### src/rtl/swtx_pkg.sv
package swtx_pkg;

    localparam int MAXW = 32;
    localparam int CNTW = 6;

    typedef enum logic {
        ST_IDLE = 1'b0,
        ST_BUSY = 1'b1
    } tx_state_e;

    typedef struct packed {
        logic [2:0] wcode;
        logic       dly;
        logic       ign;
    } tx_cfg_t;

    function automatic logic [CNTW-1:0] word_bits(input logic [2:0] code);
        case (code)
            3'd0:    return CNTW'(8);
            3'd1:    return CNTW'(12);
            3'd2:    return CNTW'(16);
            3'd3:    return CNTW'(20);
            3'd4:    return CNTW'(24);
            default: return CNTW'(32);
        endcase
    endfunction

endpackage

### src/rtl/swtx_edge.sv
module swtx_edge (
    input  logic clk,
    input  logic rst,
    input  logic bclk,
    input  logic pol,
    output logic any_edge,
    output logic tick
);
    logic bclk_q;

    always_ff @(posedge clk) begin
        if (rst) bclk_q <= 1'b0;
        else     bclk_q <= bclk;
    end

    assign any_edge = bclk ^ bclk_q;
    assign tick     = any_edge && (bclk != pol);
endmodule

### src/rtl/swtx_hold.sv
module swtx_hold #(
    parameter int DW = 32
) (
    input  logic          clk,
    input  logic          rst,
    input  logic          wr_en,
    input  logic [DW-1:0] wr_data,
    input  logic          pull,
    output logic          full,
    output logic [DW-1:0] data
);
    always_ff @(posedge clk) begin
        if (rst) begin
            full <= 1'b0;
            data <= '0;
        end else if (wr_en && !full) begin
            full <= 1'b1;
            data <= wr_data;
        end else if (pull) begin
            full <= 1'b0;
        end
    end
endmodule

### src/rtl/swtx_framer.sv
module swtx_framer
    import swtx_pkg::*;
#(
    parameter int FRW = 4
) (
    input  logic            clk,
    input  logic            rst,
    input  logic            en,
    input  logic            tick,
    input  logic            any_edge,
    input  logic            fs,
    input  tx_cfg_t         cfg,
    input  logic [FRW-1:0]  frlen,
    input  logic            hold_full,
    input  logic [MAXW-1:0] hold_data,
    output logic            pull,
    output logic            sdout,
    output logic            sync_err,
    output logic            underrun
);
    tx_state_e       state;
    logic [MAXW-1:0] sh;
    logic [MAXW-1:0] last_word;
    logic [CNTW-1:0] left;
    logic [FRW-1:0]  wcnt;
    logic            armed;
    logic            en_q;

    logic [CNTW-1:0] wl;
    logic [CNTW:0]   shamt;
    logic [MAXW-1:0] src;
    logic [MAXW-1:0] al;
    logic            last_bit;
    logic            final_bit;
    logic            chain;
    logic            abort;
    logic            step;

    always_comb begin
        wl        = word_bits(cfg.wcode);
        shamt     = (CNTW+1)'(MAXW) - {1'b0, wl};
        src       = hold_full ? hold_data : last_word;
        al        = src << shamt;
        last_bit  = (left == CNTW'(1));
        final_bit = last_bit && (wcnt == frlen);
        chain     = cfg.dly && final_bit && fs;
        abort     = (state == ST_BUSY) && fs && !cfg.ign && !(cfg.dly && final_bit);
        step      = en && armed && tick;
        pull      = step && (((state == ST_IDLE) && fs) ||
                             ((state == ST_BUSY) && !abort && last_bit &&
                              ((wcnt != frlen) || chain)));
    end

    always_ff @(posedge clk) begin
        if (rst) begin
            state     <= ST_IDLE;
            sh        <= '0;
            last_word <= '0;
            left      <= '0;
            wcnt      <= '0;
            sdout     <= 1'b0;
            sync_err  <= 1'b0;
            underrun  <= 1'b0;
            armed     <= 1'b0;
            en_q      <= 1'b0;
        end else begin
            en_q <= en;
            if (!en) begin
                state    <= ST_IDLE;
                sdout    <= 1'b0;
                sync_err <= 1'b0;
                underrun <= 1'b0;
                if (en_q)          armed <= 1'b0;
                else if (any_edge) armed <= 1'b1;
            end else if (step) begin
                case (state)
                    ST_IDLE: begin
                        sdout <= 1'b0;
                        if (fs) begin
                            state <= ST_BUSY;
                            wcnt  <= '0;
                            if (!cfg.dly) begin
                                sdout <= al[MAXW-1];
                                sh    <= al << 1;
                                left  <= wl - CNTW'(1);
                            end else begin
                                sh    <= al;
                                left  <= wl;
                            end
                        end
                    end
                    default: begin
                        if (abort) begin
                            sync_err <= 1'b1;
                            state    <= ST_IDLE;
                            sdout    <= 1'b0;
                        end else begin
                            sdout <= sh[MAXW-1];
                            sh    <= sh << 1;
                            left  <= left - CNTW'(1);
                            if (last_bit) begin
                                if (wcnt != frlen) begin
                                    sh   <= al;
                                    left <= wl;
                                    wcnt <= wcnt + FRW'(1);
                                end else if (chain) begin
                                    sh   <= al;
                                    left <= wl;
                                    wcnt <= '0;
                                end else begin
                                    state <= ST_IDLE;
                                end
                            end
                        end
                    end
                endcase
                if (pull) begin
                    last_word <= src;
                    if (!hold_full) underrun <= 1'b1;
                end
            end
        end
    end
endmodule

### src/rtl/serial_word_tx.sv
module serial_word_tx
    import swtx_pkg::*;
#(
    parameter int FRW = 4
) (
    input  logic            clk,
    input  logic            rst,
    input  logic            en,
    input  logic [2:0]      wlen,
    input  logic [FRW-1:0]  frlen,
    input  logic            dly,
    input  logic            pol,
    input  logic            ign,
    input  logic            bclk,
    input  logic            fs,
    input  logic            wr_en,
    input  logic [MAXW-1:0] wr_data,
    output logic            req,
    output logic            sdout,
    output logic            sync_err,
    output logic            underrun
);
    logic            any_edge;
    logic            tick;
    logic            pull;
    logic            hold_full;
    logic [MAXW-1:0] hold_data;
    tx_cfg_t         cfg;

    assign cfg = '{wcode: wlen, dly: dly, ign: ign};
    assign req = !hold_full;

    swtx_edge u_edge (
        .clk      (clk),
        .rst      (rst),
        .bclk     (bclk),
        .pol      (pol),
        .any_edge (any_edge),
        .tick     (tick)
    );

    swtx_hold #(.DW(MAXW)) u_hold (
        .clk     (clk),
        .rst     (rst),
        .wr_en   (wr_en),
        .wr_data (wr_data),
        .pull    (pull),
        .full    (hold_full),
        .data    (hold_data)
    );

    swtx_framer #(.FRW(FRW)) u_framer (
        .clk       (clk),
        .rst       (rst),
        .en        (en),
        .tick      (tick),
        .any_edge  (any_edge),
        .fs        (fs),
        .cfg       (cfg),
        .frlen     (frlen),
        .hold_full (hold_full),
        .hold_data (hold_data),
        .pull      (pull),
        .sdout     (sdout),
        .sync_err  (sync_err),
        .underrun  (underrun)
    );
endmodule

### config.mk
export PLATFORM = sky130hd
export DESIGN_NAME = serial_word_tx
export DESIGN_NICKNAME = d
export VERILOG_FILES = /design/src/rtl/swtx_pkg.sv /design/src/rtl/swtx_edge.sv /design/src/rtl/swtx_hold.sv /design/src/rtl/swtx_framer.sv /design/src/rtl/serial_word_tx.sv
export SDC_FILE = /design/constraint.sdc
export NUM_CORES = 1
export LEC_CHECK = 0
export ABC_AREA = 1
export BUFFER_PORTS_ARGS = -buffer_cell sky130_fd_sc_hd__buf_2
export CORE_AREA = 5 5 136 171
export DETAILED_ROUTE_END_ITERATION = 6
export DIE_AREA = 0 0 141 176
export GPL_TIMING_DRIVEN = 0
export SLEW_MARGIN = 0
export SYNTH_ARGS = -nofsm -noshare
export SYNTH_HDL_FRONTEND = slang
export SYNTH_HIERARCHICAL = 1
export SYNTH_SLANG_ARGS = --single-unit
### constraint.sdc
create_clock -name clk -period 1.8 [get_ports clk]
set_clock_uncertainty 0.15 [all_clocks]
set_input_delay 0.18 -clock clk [delete_from_list [all_inputs] [get_ports clk]]
set_output_delay 0.18 -clock clk [all_outputs]
set_load 0.02 [all_outputs]
==> impl_metrics.json <==
{
  "die_width_um": 141,
  "clk_pin_slew_worst_paths_ns": 0.06,
  "r2r_setup_slack_ns": -0.26,
  "grt_pass1_vias": 8457,
  "synth_area_um2": 7567,
  "r2r_start": "u_hold/full",
  "dp_worst_setup_slack_ns": -0.6821,
  "endpoint": "u_framer/sh[17]",
  "fmax_mhz": 485.7,
  "fin_setup_tns_ns": -11.94,
  "yosys_warnings": 6,
  "ir_worst_vdd_mv": 0.6736,
  "yosysMostFrequentCell": "nand2_1",
  "io_pins": 52,
  "synth_top_area_share": 0.3016,
  "relSlewSlack": 0.4098,
  "fin_crit_sh": 1.144,
  "io_buffers": 50,
  "power_density_nw_per_um2": 717.7,
  "finalPower_w": 0.007748,
  "outcome": "finished with violations",
  "grt_pass1_wl_mm": 44.37,
  "rows": 60,
  "cts_max_level": 4,
  "drt_wl_total_mm": 28.84,
  "synthFlopType": "dfxtp_1",
  "place_hpwl_mm": 20.26,
  "gp_congestion": 0.9878,
  "timing_hold_violations_final": 0,
  "synth_commonest_cells": "440 x nand2_1, 209 x nor2_1, 174 x nand3_1, 155 x inv_1, 114 x dfxtp_1",
  "leakage_nw": 5.293,
  "cts-root-buf": "clkbuf_16",
  "grt_max_degree": 17,
  "hp-class": "in2reg",
  "die_area_um2": 24820,
  "clk_latency_ns": 0.43,
  "yosysSeqAreaShare": 0.3016,
  "syn2layout_area_growth_pct": 42.68,
  "rr_worst_depth": 10,
  "maxCapViolCount": 0,
  "rsz0062_at_grt": "true",
  "setup_slack_ns": -0.2591,
  "ys_ff_latch": 114,
  "synth_edf_count": 0,
  "drive_gt1_frac": 0.2641,
  "worstPathRequired_ns": 2.00,
  "first_pass_iters": 5,
  "synth_area_leader_cell": "dfxtp_1",
  "viasPerCell": 5.051,
  "setup-violations-final": 77,
  "critical_path_class": "reg2reg",
  "clock_path_buffers": 2,
  "fin_cells": 1782,
  "cp-start-kind": "flip-flop",
  "drc_errors": 0,
  "syn_avg_cell_area_um2": 5.651,
  "vias": 9000,
  "syn_inst": 1339,
  "fillers": 2169,
  "tightest_slew_ns": 0.8854,
  "wl_per_cell_um": 16.18,
  "end_kind": "flip-flop",
  "cts_tree": "yes",
  "dp.cells": 1668,
  "critPathLaunch": "u_hold/full",
  "worstPathArrival_ns": 2.26,
  "cp_max_fo": 5,
  "async_flop_share": 0,
  "synthesis.nets": 1390,
  "combPwrFrac": 0.189,
  "p_clk_frac": 0.468,
  "p_int_w": 0.005342,
  "period_minus_slack_ns": 2.059,
  "slew_viol_final": 0,
  "clock-sinks": 114,
  "switchingPower_w": 0.002406,
  "antenna_found_initial": 0,
  "reg2reg_to": "u_framer/sh[17]",
  "core-area_um2": 21320,
  "grt-ovfl-total": 0,
  "violations": "negative setup slack",
  "gr-usage-all-layers": 0.2255,
  "cts-buffers-inserted": 17,
  "ys_types": 34,
  "netlist_top_cells_area": "dfxtp_1 30%, nand2_1 22%, nand3_1 12%",
  "start_util": 0.3549,
  "final_nets": 1541,
  "switching_share": 0.3106,
  "drt_iter0_drc": 743,
  "final_antenna_net_count": 0,
  "p_seq_frac": 0.343,
  "diodes": 0,
  "die_h_um": 176
}
-- routing by layer --
metal  GRT usage  share of wire
met1      0.2665           0.40
met2      0.3894           0.49
met3     0.02791          0.042
met4      0.1349          0.060
met5           0              0
-- worst max-delay path: stages (launching register included) --
cell       delay, ns
dfxtp_4         0.36
clkbuf_16       0.15
nand2_1         0.06
o21ai_0         0.14
inv_1           0.25
nand2_1         0.12
o21ai_1         0.29
nand3_2         0.14
o21ai_1         0.13
nor2_1          0.06
a21oi_1         0.12
-- what timing repair did --
item	CTS	global route
hold endpoints to repair	36	0
endpoints found under the setup margin	78	79
hold buffers	39	0
resized for setup	203	125
gates cloned	5	7
setup buffers	26	7
pin swaps	22	34
-- cells by family after synthesis --
kind of cell | share of synthesized area
DFF | 0.3016
AOI/OAI and AO/OA | 0.08433
and+or+nand+nor | 0.4712
xor gates and xnor gates | 0.006946
buffers and inverters | 0.1310
adders and majority gates | 0.004961
-- flip-flops by register name, indices dropped and copies added (netlist names), 4 cells and up --
register	flops
u_framer/left	6
u_hold/data	32
u_framer/sh	32
u_framer/last_word	32
u_framer/wcnt	4
-- worst min path at each step --
| stage | endpoint | cells past startpoint | slack, ns | start |
|---|---|---|---|---|
| after floorplan | u_hold/full | 1 | 0.1 | rst |
| after global placement | u_framer/armed | 1 | 0.26 | u_framer/en_q |
| after detailed placement | u_framer/armed | 1 | 0.26 | u_framer/en_q |
| after CTS | u_framer/armed | 4 | 0.01 | bclk |
| after global routing | u_framer/armed | 4 | 0.02 | bclk |
| final | u_framer/armed | 4 | 0.02 | bclk |
-- layout make-up --
type | instances | area (um2) | area share
Clock buffer | 17 | 425.4 | 0.03940
Tap cell | 279 | 349.1 | 0.03233
Buffer | 75 | 560.5 | 0.05192
Timing Repair Buffer | 131 | 1176 | 0.1089
Inverter | 161 | 623.1 | 0.05771
Multi-Input combinational cell | 990 | 5166 | 0.4785
Clock inverter | 15 | 195.2 | 0.01808
Sequential cell | 114 | 2301 | 0.2131
-- stage by stage --
step | utilization | hold slack (ns) | instance area [um2]
after floorplan | - | 0.09907 | 7576
after global placement | 0.3835 | 0.2586 | 8175
after detailed placement | 0.3835 | 0.2647 | 8175
after CTS | 0.4775 | 0.01016 | 10180
after global routing | 0.5064 | 0.02462 | 10800
final | 0.5064 | 0.01954 | 10800
-- power by group through the flow --
stage | Clock [W] | Sequential [W] | Combinational [W]
2_1_floorplan | 0 | 0.00270 | 0.000759
5_1_grt | 0.00381 | 0.00266 | 0.00159
4_1_cts | 0.00367 | 0.00265 | 0.00135
3_5_place_dp | 0 | 0.00271 | 0.00113
3_3_place_gp | 0 | 0.00271 | 0.00113
6_report | 0.00363 | 0.00265 | 0.00146
-- placed cells by master (no fill, tap or decap), drive strengths merged --
| cell | Yosys | routed |
|---|---|---|
| nand2 | 448 | 449 |
| nor2 | 214 | 214 |
| nand3 | 175 | 175 |
| inv | 160 | 165 |
| buf | 55 | 143 |
| dfxtp | 114 | 114 |
| a21oi | 55 | 55 |
| o21ai | 53 | 53 |
| clkbuf | 20 | 41 |
| dlygate4sd3 | 0 | 39 |
| nand4 | 19 | 19 |
| clkinvlp | 0 | 5 |
| o21bai | 4 | 4 |
| nor3 | 4 | 4 |
| clkinv | 1 | 3 |
| bufinv | 0 | 3 |
| xor2 | 3 | 3 |
| xnor2 | 3 | 3 |
| ha | 3 | 3 |
| a211oi | 2 | 2 |
| o22ai | 2 | 2 |
| or2 | 1 | 1 |
| o21a | 1 | 1 |
| a22oi | 1 | 1 |
| a32o | 1 | 1 |
Note: power is estimated with default switching activity, not from simulation.
